==> src/rtl/irq_agg_pkg.sv <==
package irq_agg_pkg;
  localparam int ADDR_W = 2;
  typedef enum logic [ADDR_W-1:0] {
    SEL_ENABLE = 2'd0,
    SEL_STATUS = 2'd1,
    SEL_CLEAR  = 2'd2,
    SEL_SPARE  = 2'd3
  } reg_sel_e;
endpackage

==> src/rtl/irq_agg_regs.sv <==
module irq_agg_regs
  import irq_agg_pkg::*;
#(
  parameter int NSRC = 12,
  parameter int DW   = 32
) (
  input  logic              clk,
  input  logic              rst,
  input  logic              wr,
  input  logic [ADDR_W-1:0] addr,
  input  logic [DW-1:0]     wdata,
  input  logic [NSRC-1:0]   status,
  output logic [NSRC-1:0]   enable,
  output logic [NSRC-1:0]   clr_strobe,
  output logic [DW-1:0]     rdata
);
  logic [DW-1:0] rd_d;
  reg_sel_e      sel;

  assign sel = reg_sel_e'(addr);

  always_ff @(posedge clk) begin
    if (rst) begin
      enable     <= '0;
      clr_strobe <= '0;
      rdata      <= '0;
    end else begin
      if (wr && sel == SEL_ENABLE) enable <= wdata[NSRC-1:0];
      clr_strobe <= (wr && sel == SEL_CLEAR) ? wdata[NSRC-1:0] : '0;
      rdata      <= rd_d;
    end
  end

  always_comb begin
    rd_d = '0;
    unique case (sel)
      SEL_ENABLE: rd_d[NSRC-1:0] = enable;
      SEL_STATUS: rd_d[NSRC-1:0] = status;
      default:    rd_d = '0;
    endcase
  end

  assert_enable_reset_R1: assert property (@(posedge clk)
    $past(rst) |-> (enable == '0));
  assert_strobe_selfclear_R6: assert property (@(posedge clk) disable iff (rst)
    !(wr && sel == SEL_CLEAR) |=> (clr_strobe == '0));
endmodule

==> src/rtl/irq_agg_status.sv <==
module irq_agg_status #(
  parameter int NSRC = 12
) (
  input  logic            clk,
  input  logic            rst,
  input  logic [NSRC-1:0] src,
  input  logic [NSRC-1:0] enable,
  input  logic [NSRC-1:0] clr,
  output logic [NSRC-1:0] status
);
  logic [NSRC-1:0] src_q;

  always_ff @(posedge clk) begin
    if (rst) src_q <= '0;
    else     src_q <= src;
  end

  for (genvar b = 0; b < NSRC; b++) begin : g_bit
    always_ff @(posedge clk) begin
      if (rst)                      status[b] <= 1'b0;
      else if (src_q[b] && enable[b]) status[b] <= 1'b1;
      else if (clr[b])              status[b] <= 1'b0;
    end
  end

  assert_set_needs_enable_R2: assert property (@(posedge clk) disable iff (rst)
    !$past(rst) |-> ((status & ~$past(status) & ~$past(src_q & enable)) == '0));
  assert_clear_only_by_strobe_R4: assert property (@(posedge clk) disable iff (rst)
    !$past(rst) |-> (($past(status) & ~status & ~$past(clr)) == '0));
  assert_set_wins_R9: assert property (@(posedge clk) disable iff (rst)
    !$past(rst) |-> (($past(src_q & enable & clr) & ~status) == '0));
endmodule

==> src/rtl/irq_agg_line.sv <==
module irq_agg_line #(
  parameter int NSRC = 12
) (
  input  logic            clk,
  input  logic            rst,
  input  logic [NSRC-1:0] status,
  output logic            irq
);
  always_ff @(posedge clk) begin
    if (rst) irq <= 1'b0;
    else     irq <= |status;
  end

  assert_line_follows_R3: assert property (@(posedge clk) disable iff (rst)
    !$past(rst) |-> (irq == ($past(status) != '0)));
  assert_line_drops_R7: assert property (@(posedge clk) disable iff (rst)
    ($past(status) != '0 && status == '0) |=> !irq);
endmodule

==> src/rtl/irq_aggregator.sv <==
module irq_aggregator
  import irq_agg_pkg::*;
#(
  parameter int N_CHAN = 4,
  parameter int N_UNIT = 8,
  parameter int DW     = 32
) (
  input  logic              clk,
  input  logic              rst,
  input  logic              bus_wr,
  input  logic [ADDR_W-1:0] bus_addr,
  input  logic [DW-1:0]     bus_wdata,
  output logic [DW-1:0]     bus_rdata,
  input  logic [N_CHAN-1:0] chan_evt,
  input  logic [N_UNIT-1:0] unit_evt,
  output logic              irq
);
  localparam int NSRC = N_CHAN + N_UNIT;

  logic [NSRC-1:0] src_vec;
  logic [NSRC-1:0] enable;
  logic [NSRC-1:0] clr_strobe;
  logic [NSRC-1:0] status;

  // channels in the low bits, execution units above them
  assign src_vec = {unit_evt, chan_evt};

  irq_agg_regs #(.NSRC(NSRC), .DW(DW)) u_regs (
    .clk        (clk),
    .rst        (rst),
    .wr         (bus_wr),
    .addr       (bus_addr),
    .wdata      (bus_wdata),
    .status     (status),
    .enable     (enable),
    .clr_strobe (clr_strobe),
    .rdata      (bus_rdata)
  );

  irq_agg_status #(.NSRC(NSRC)) u_status (
    .clk    (clk),
    .rst    (rst),
    .src    (src_vec),
    .enable (enable),
    .clr    (clr_strobe),
    .status (status)
  );

  irq_agg_line #(.NSRC(NSRC)) u_line (
    .clk    (clk),
    .rst    (rst),
    .status (status),
    .irq    (irq)
  );

  assert_status_reset_R1: assert property (@(posedge clk)
    $past(rst) |-> (status == '0 && !irq));
endmodule

==> config.mk <==
export PLATFORM = sky130hd
export DESIGN_NAME = irq_aggregator
export DESIGN_NICKNAME = d
export VERILOG_FILES = /design/src/rtl/irq_agg_pkg.sv /design/src/rtl/irq_agg_regs.sv /design/src/rtl/irq_agg_status.sv /design/src/rtl/irq_agg_line.sv /design/src/rtl/irq_aggregator.sv
export SDC_FILE = /design/constraint.sdc
export NUM_CORES = 1
export LEC_CHECK = 0
export CELL_PAD_IN_SITES_DETAIL_PLACEMENT = 0
export CELL_PAD_IN_SITES_GLOBAL_PLACEMENT = 1
export CORE_MARGIN = 5
export CORE_UTILIZATION = 36
export DETAILED_ROUTE_END_ITERATION = 6
export PLACE_DENSITY = 0.81
export SLEW_MARGIN = 20
export SYNTH_ARGS = -nofsm -noshare
export SYNTH_HDL_FRONTEND = slang
export SYNTH_HIERARCHICAL = 1
export SYNTH_SLANG_ARGS = --single-unit
==> constraint.sdc <==
create_clock -name clk -period 3.1 [get_ports clk]
set_clock_uncertainty 0.1 [all_clocks]
set_input_delay 0.62 -clock clk [delete_from_list [all_inputs] [get_ports clk]]
set_output_delay 0.62 -clock clk [all_outputs]
set_load 0.05 [all_outputs]
==> impl_results.rst <==
.. list-table::
   :header-rows: 1

   * - Metric
     - Value
   * - EDFF count, synth
     - 0
   * - Slew HR
     - 58.0%
   * - Worst-path clk slew
     - 0.06 ns
   * - Top-Level Pins
     - 82
   * - Static Leak
     - 1.10 nW
   * - Worst Hold Path Cells
     - 2
   * - Cell accounting for the most synthesized area
     - sky130_fd_sc_hd__dfxtp_1
   * - Starting density of the core
     - 36.6%
   * - Total routing resource utilization after global routing
     - 11.0%
   * - Worst Hold Class
     - reg2reg
   * - Syn Area/Cell
     - 10.5 um2
   * - Final hold vios
     - 0
   * - Residual DRC count
     - 0
   * - Placement Rows
     - 29
   * - WP data arrival
     - 1.46 ns
   * - Die extent in x
     - 89.9 um
   * - Syn Std Cell Area
     - 2300 um2
   * - R2R setup slack
     - 1.99 ns
   * - Slowest cell on the critical path
     - sky130_fd_sc_hd__clkdlybuf4s50_1
   * - Transition time at the pin with the least slew margin
     - 0.629 ns
   * - Logic depth of the worst register-to-register path
     - 2
   * - Crit-path cells
     - clkdlybuf4s50_1
   * - Wire length of the first global-routing pass
     - 6970 um
   * - Total global routing overflow
     - 0
   * - Global placement routability congestion
     - 0.682
   * - Register bit total from synthesis
     - 61
   * - Max-slew violation count
     - 0
   * - Number of vias in the routed layout
     - 1440
   * - Post-synth top area share
     - 53.2%
   * - End of the worst register-to-register path
     - u_line/irq
   * - Critical path's largest stage delay
     - 0.80 ns
   * - Share of layout cells above drive strength 1
     - 7.09%
   * - Worst hold endpoint
     - u_status/status[5]
   * - Highest clock rate
     - 0.460 GHz
   * - IR Drop Worst-Case VDD
     - 0.000232 V
   * - Clock tree from TritonCTS
     - yes
   * - Number of warnings printed during yosys synthesis
     - 6
   * - Number of cells upsized or downsized after cts
     - 0
   * - Sink Count
     - 61
   * - Ys async rst share
     - 0%
   * - Kind of critical path
     - reg2out
   * - Overall die height
     - 89.9 um
   * - Multi-input gate area in the final layout
     - 925 um2
   * - Area of the core
     - 6280 um2
   * - Clock root buffer master
     - sky130_fd_sc_hd__clkbuf_8
   * - Largest cells by area after synthesis
     - sky130_fd_sc_hd__dfxtp_1, sky130_fd_sc_hd__mux2i_1, sky130_fd_sc_hd__nand2b_1
   * - Top_reg_cell synth
     - sky130_fd_sc_hd__dfxtp_1
   * - Sequential element share of the synthesized area
     - 53.2%
   * - Num CTS Buffers
     - 9
   * - Final TNS setup
     - 0 ns
   * - Cell type group with the largest total delay on the critical path
     - buffers and inverters
   * - Cell variety after synth
     - 20
   * - Smallest hold slack
     - 0.348 ns
   * - Max_cap viols
     - 0
   * - Outcome
     - complete, no violations
   * - Die outline area
     - 8080 um2
   * - Number of buffers inserted by port buffering
     - 41
   * - Period minus WS final
     - 2.18 ns
   * - Initial antenna violation count
     - 0
   * - Sum of net half-perimeters after detailed placement
     - 2940 um
   * - Diode insertion count for antenna repair
     - 0
   * - Required time worst endpoint
     - 2.38 ns
   * - Number of detailed-routing iterations run before antenna repair
     - 4
   * - Layout overhead on the synthesized area
     - 23.7%
   * - Cell count after synthesis
     - 218
   * - Number of buffers on the longest clock path
     - 2
   * - Post-CTS setup repair buffer count
     - 0
   * - DRC violation total after the first TritonRoute iteration
     - 40
   * - Antenna Nets Post-Route
     - 0
   * - Number of levels the H-tree was split into
     - 3
   * - Startpoint of the most critical register-to-register path
     - u_status/status[8]
   * - Total power density per cell area
     - 549 nW/um2
   * - Min-delay src
     - u_status/src_q[5]
   * - Sequential cell area
     - 1220 um2
   * - Synth cell count leaders
     - sky130_fd_sc_hd__dfxtp_1, sky130_fd_sc_hd__nand2b_1, sky130_fd_sc_hd__mux2i_1, sky130_fd_sc_hd__buf_4
   * - Most repeated cell in the gate-level netlist after synthesis
     - sky130_fd_sc_hd__dfxtp_1
   * - Count of hold-fix buffers inserted at cts
     - 0
   * - Worst Path Max Fanout
     - 1
   * - Worst skew pair latency
     - 0.33 ns
   * - Fraction of the cycle the final worst path needs
     - 70.2%
   * - Setup repair after global routing missed its margin
     - no
   * - Buffers & Inverters on Critical Path
     - 1
   * - Post-layout nets
     - 313
   * - Final setup violation count
     - 0
   * - Final routed wirelength across all metal layers
     - 4200 um
   * - Crit. End Element
     - primary output
   * - Largest net degree at the start of global routing
     - 34
   * - Routed length per placed instance
     - 12.2 um
   * - CP Launch Type
     - flip-flop
   * - Via count of the first global-routing pass
     - 1438
   * - Vias per cell
     - 4.17
   * - # fillers
     - 631
## cells by family after synthesis
family | synth area share, %
and+or+nand+nor | 23.5
DFF | 53.2
muxes | 10.5
other | 0.163
AOI/OAI and AO/OA | 3.05
buffers and inverters | 9.69
## worst max path at each step
| stage | from | endpoint | slack, ns | depth (start not counted) |
|---|---|---|---|---|
| after floorplan | bus_addr[0] | u_regs/enable[0] | 1.60 | 4 |
| after global placement | bus_addr[0] | u_regs/enable[0] | 0.64 | 4 |
| after detailed placement | bus_addr[0] | u_regs/enable[5] | 0.59 | 4 |
| after CTS | u_regs/rdata[3] | bus_rdata[3] | 0.90 | 1 |
| after global routing | bus_addr[0] | u_regs/enable[0] | 0.86 | 4 |
| final | u_regs/rdata[3] | bus_rdata[3] | 0.92 | 1 |
## routing by layer
layer	global-route usage, %	wire length [um]
met2	16.6	1970
met3	5.01	310
met1	12.9	1820
met4	6.33	102
met5	0	0
## power breakdown
group,switching (mW),leakage (nW),total [mW],internal (mW)
Combinational,0.101,0.524,0.166,0.0651
Clock,0.275,0.0833,0.581,0.305
Sequential,0.00898,0.496,0.814,0.805
Total,0.385,1.10,1.56,1.18
## placed cells by master (no fill, tap or decap), drive strengths merged
| master | n |
|---|---|
| nor3b | 1 |
| nand2b | 36 |
| and2b | 4 |
| or2 | 1 |
| a31oi | 1 |
| nor2b | 8 |
| clkinv | 2 |
| conb | 20 |
| nand2 | 12 |
| buf | 4 |
| nor4bb | 1 |
| mux2i | 24 |
| clkdlybuf4s50 | 41 |
| dfxtp | 61 |
| and2 | 12 |
| a21oi | 12 |
| clkbuf | 13 |
| nor4 | 3 |
| nor2 | 12 |
## sequential cells by signal, indices dropped and copies added (netlist names)
name,cells
u_regs/rdata,12
u_status/src_q,12
u_regs/enable,12
u_regs/clr_strobe,12
u_line/irq,1
u_status/status,12
## through the flow
step | total power, mW | std cells | area [um2] | util, % | setup WS, ns
floorplan | 0.964 | 237 | 2370 | - | 1.60
global route | 1.64 | 345 | 2840 | 45.3 | 0.864
detailed placement | 0.999 | 330 | 2680 | 42.7 | 0.589
CTS | 1.58 | 345 | 2840 | 45.3 | 0.904
global placement | 0.997 | 330 | 2680 | 42.7 | 0.638
finish | 1.56 | 345 | 2840 | 45.3 | 0.924
## area by class of cell
cell class	count	area share, %
Timing Repair Buffer	45	15.5
Sequential cell	61	43.0
Clock buffer	13	5.24
Clock inverter	2	0.352
Tap cell	77	3.39
Multi-Input combinational cell	147	32.5
Note: power is estimated with default switching activity, not from simulation.
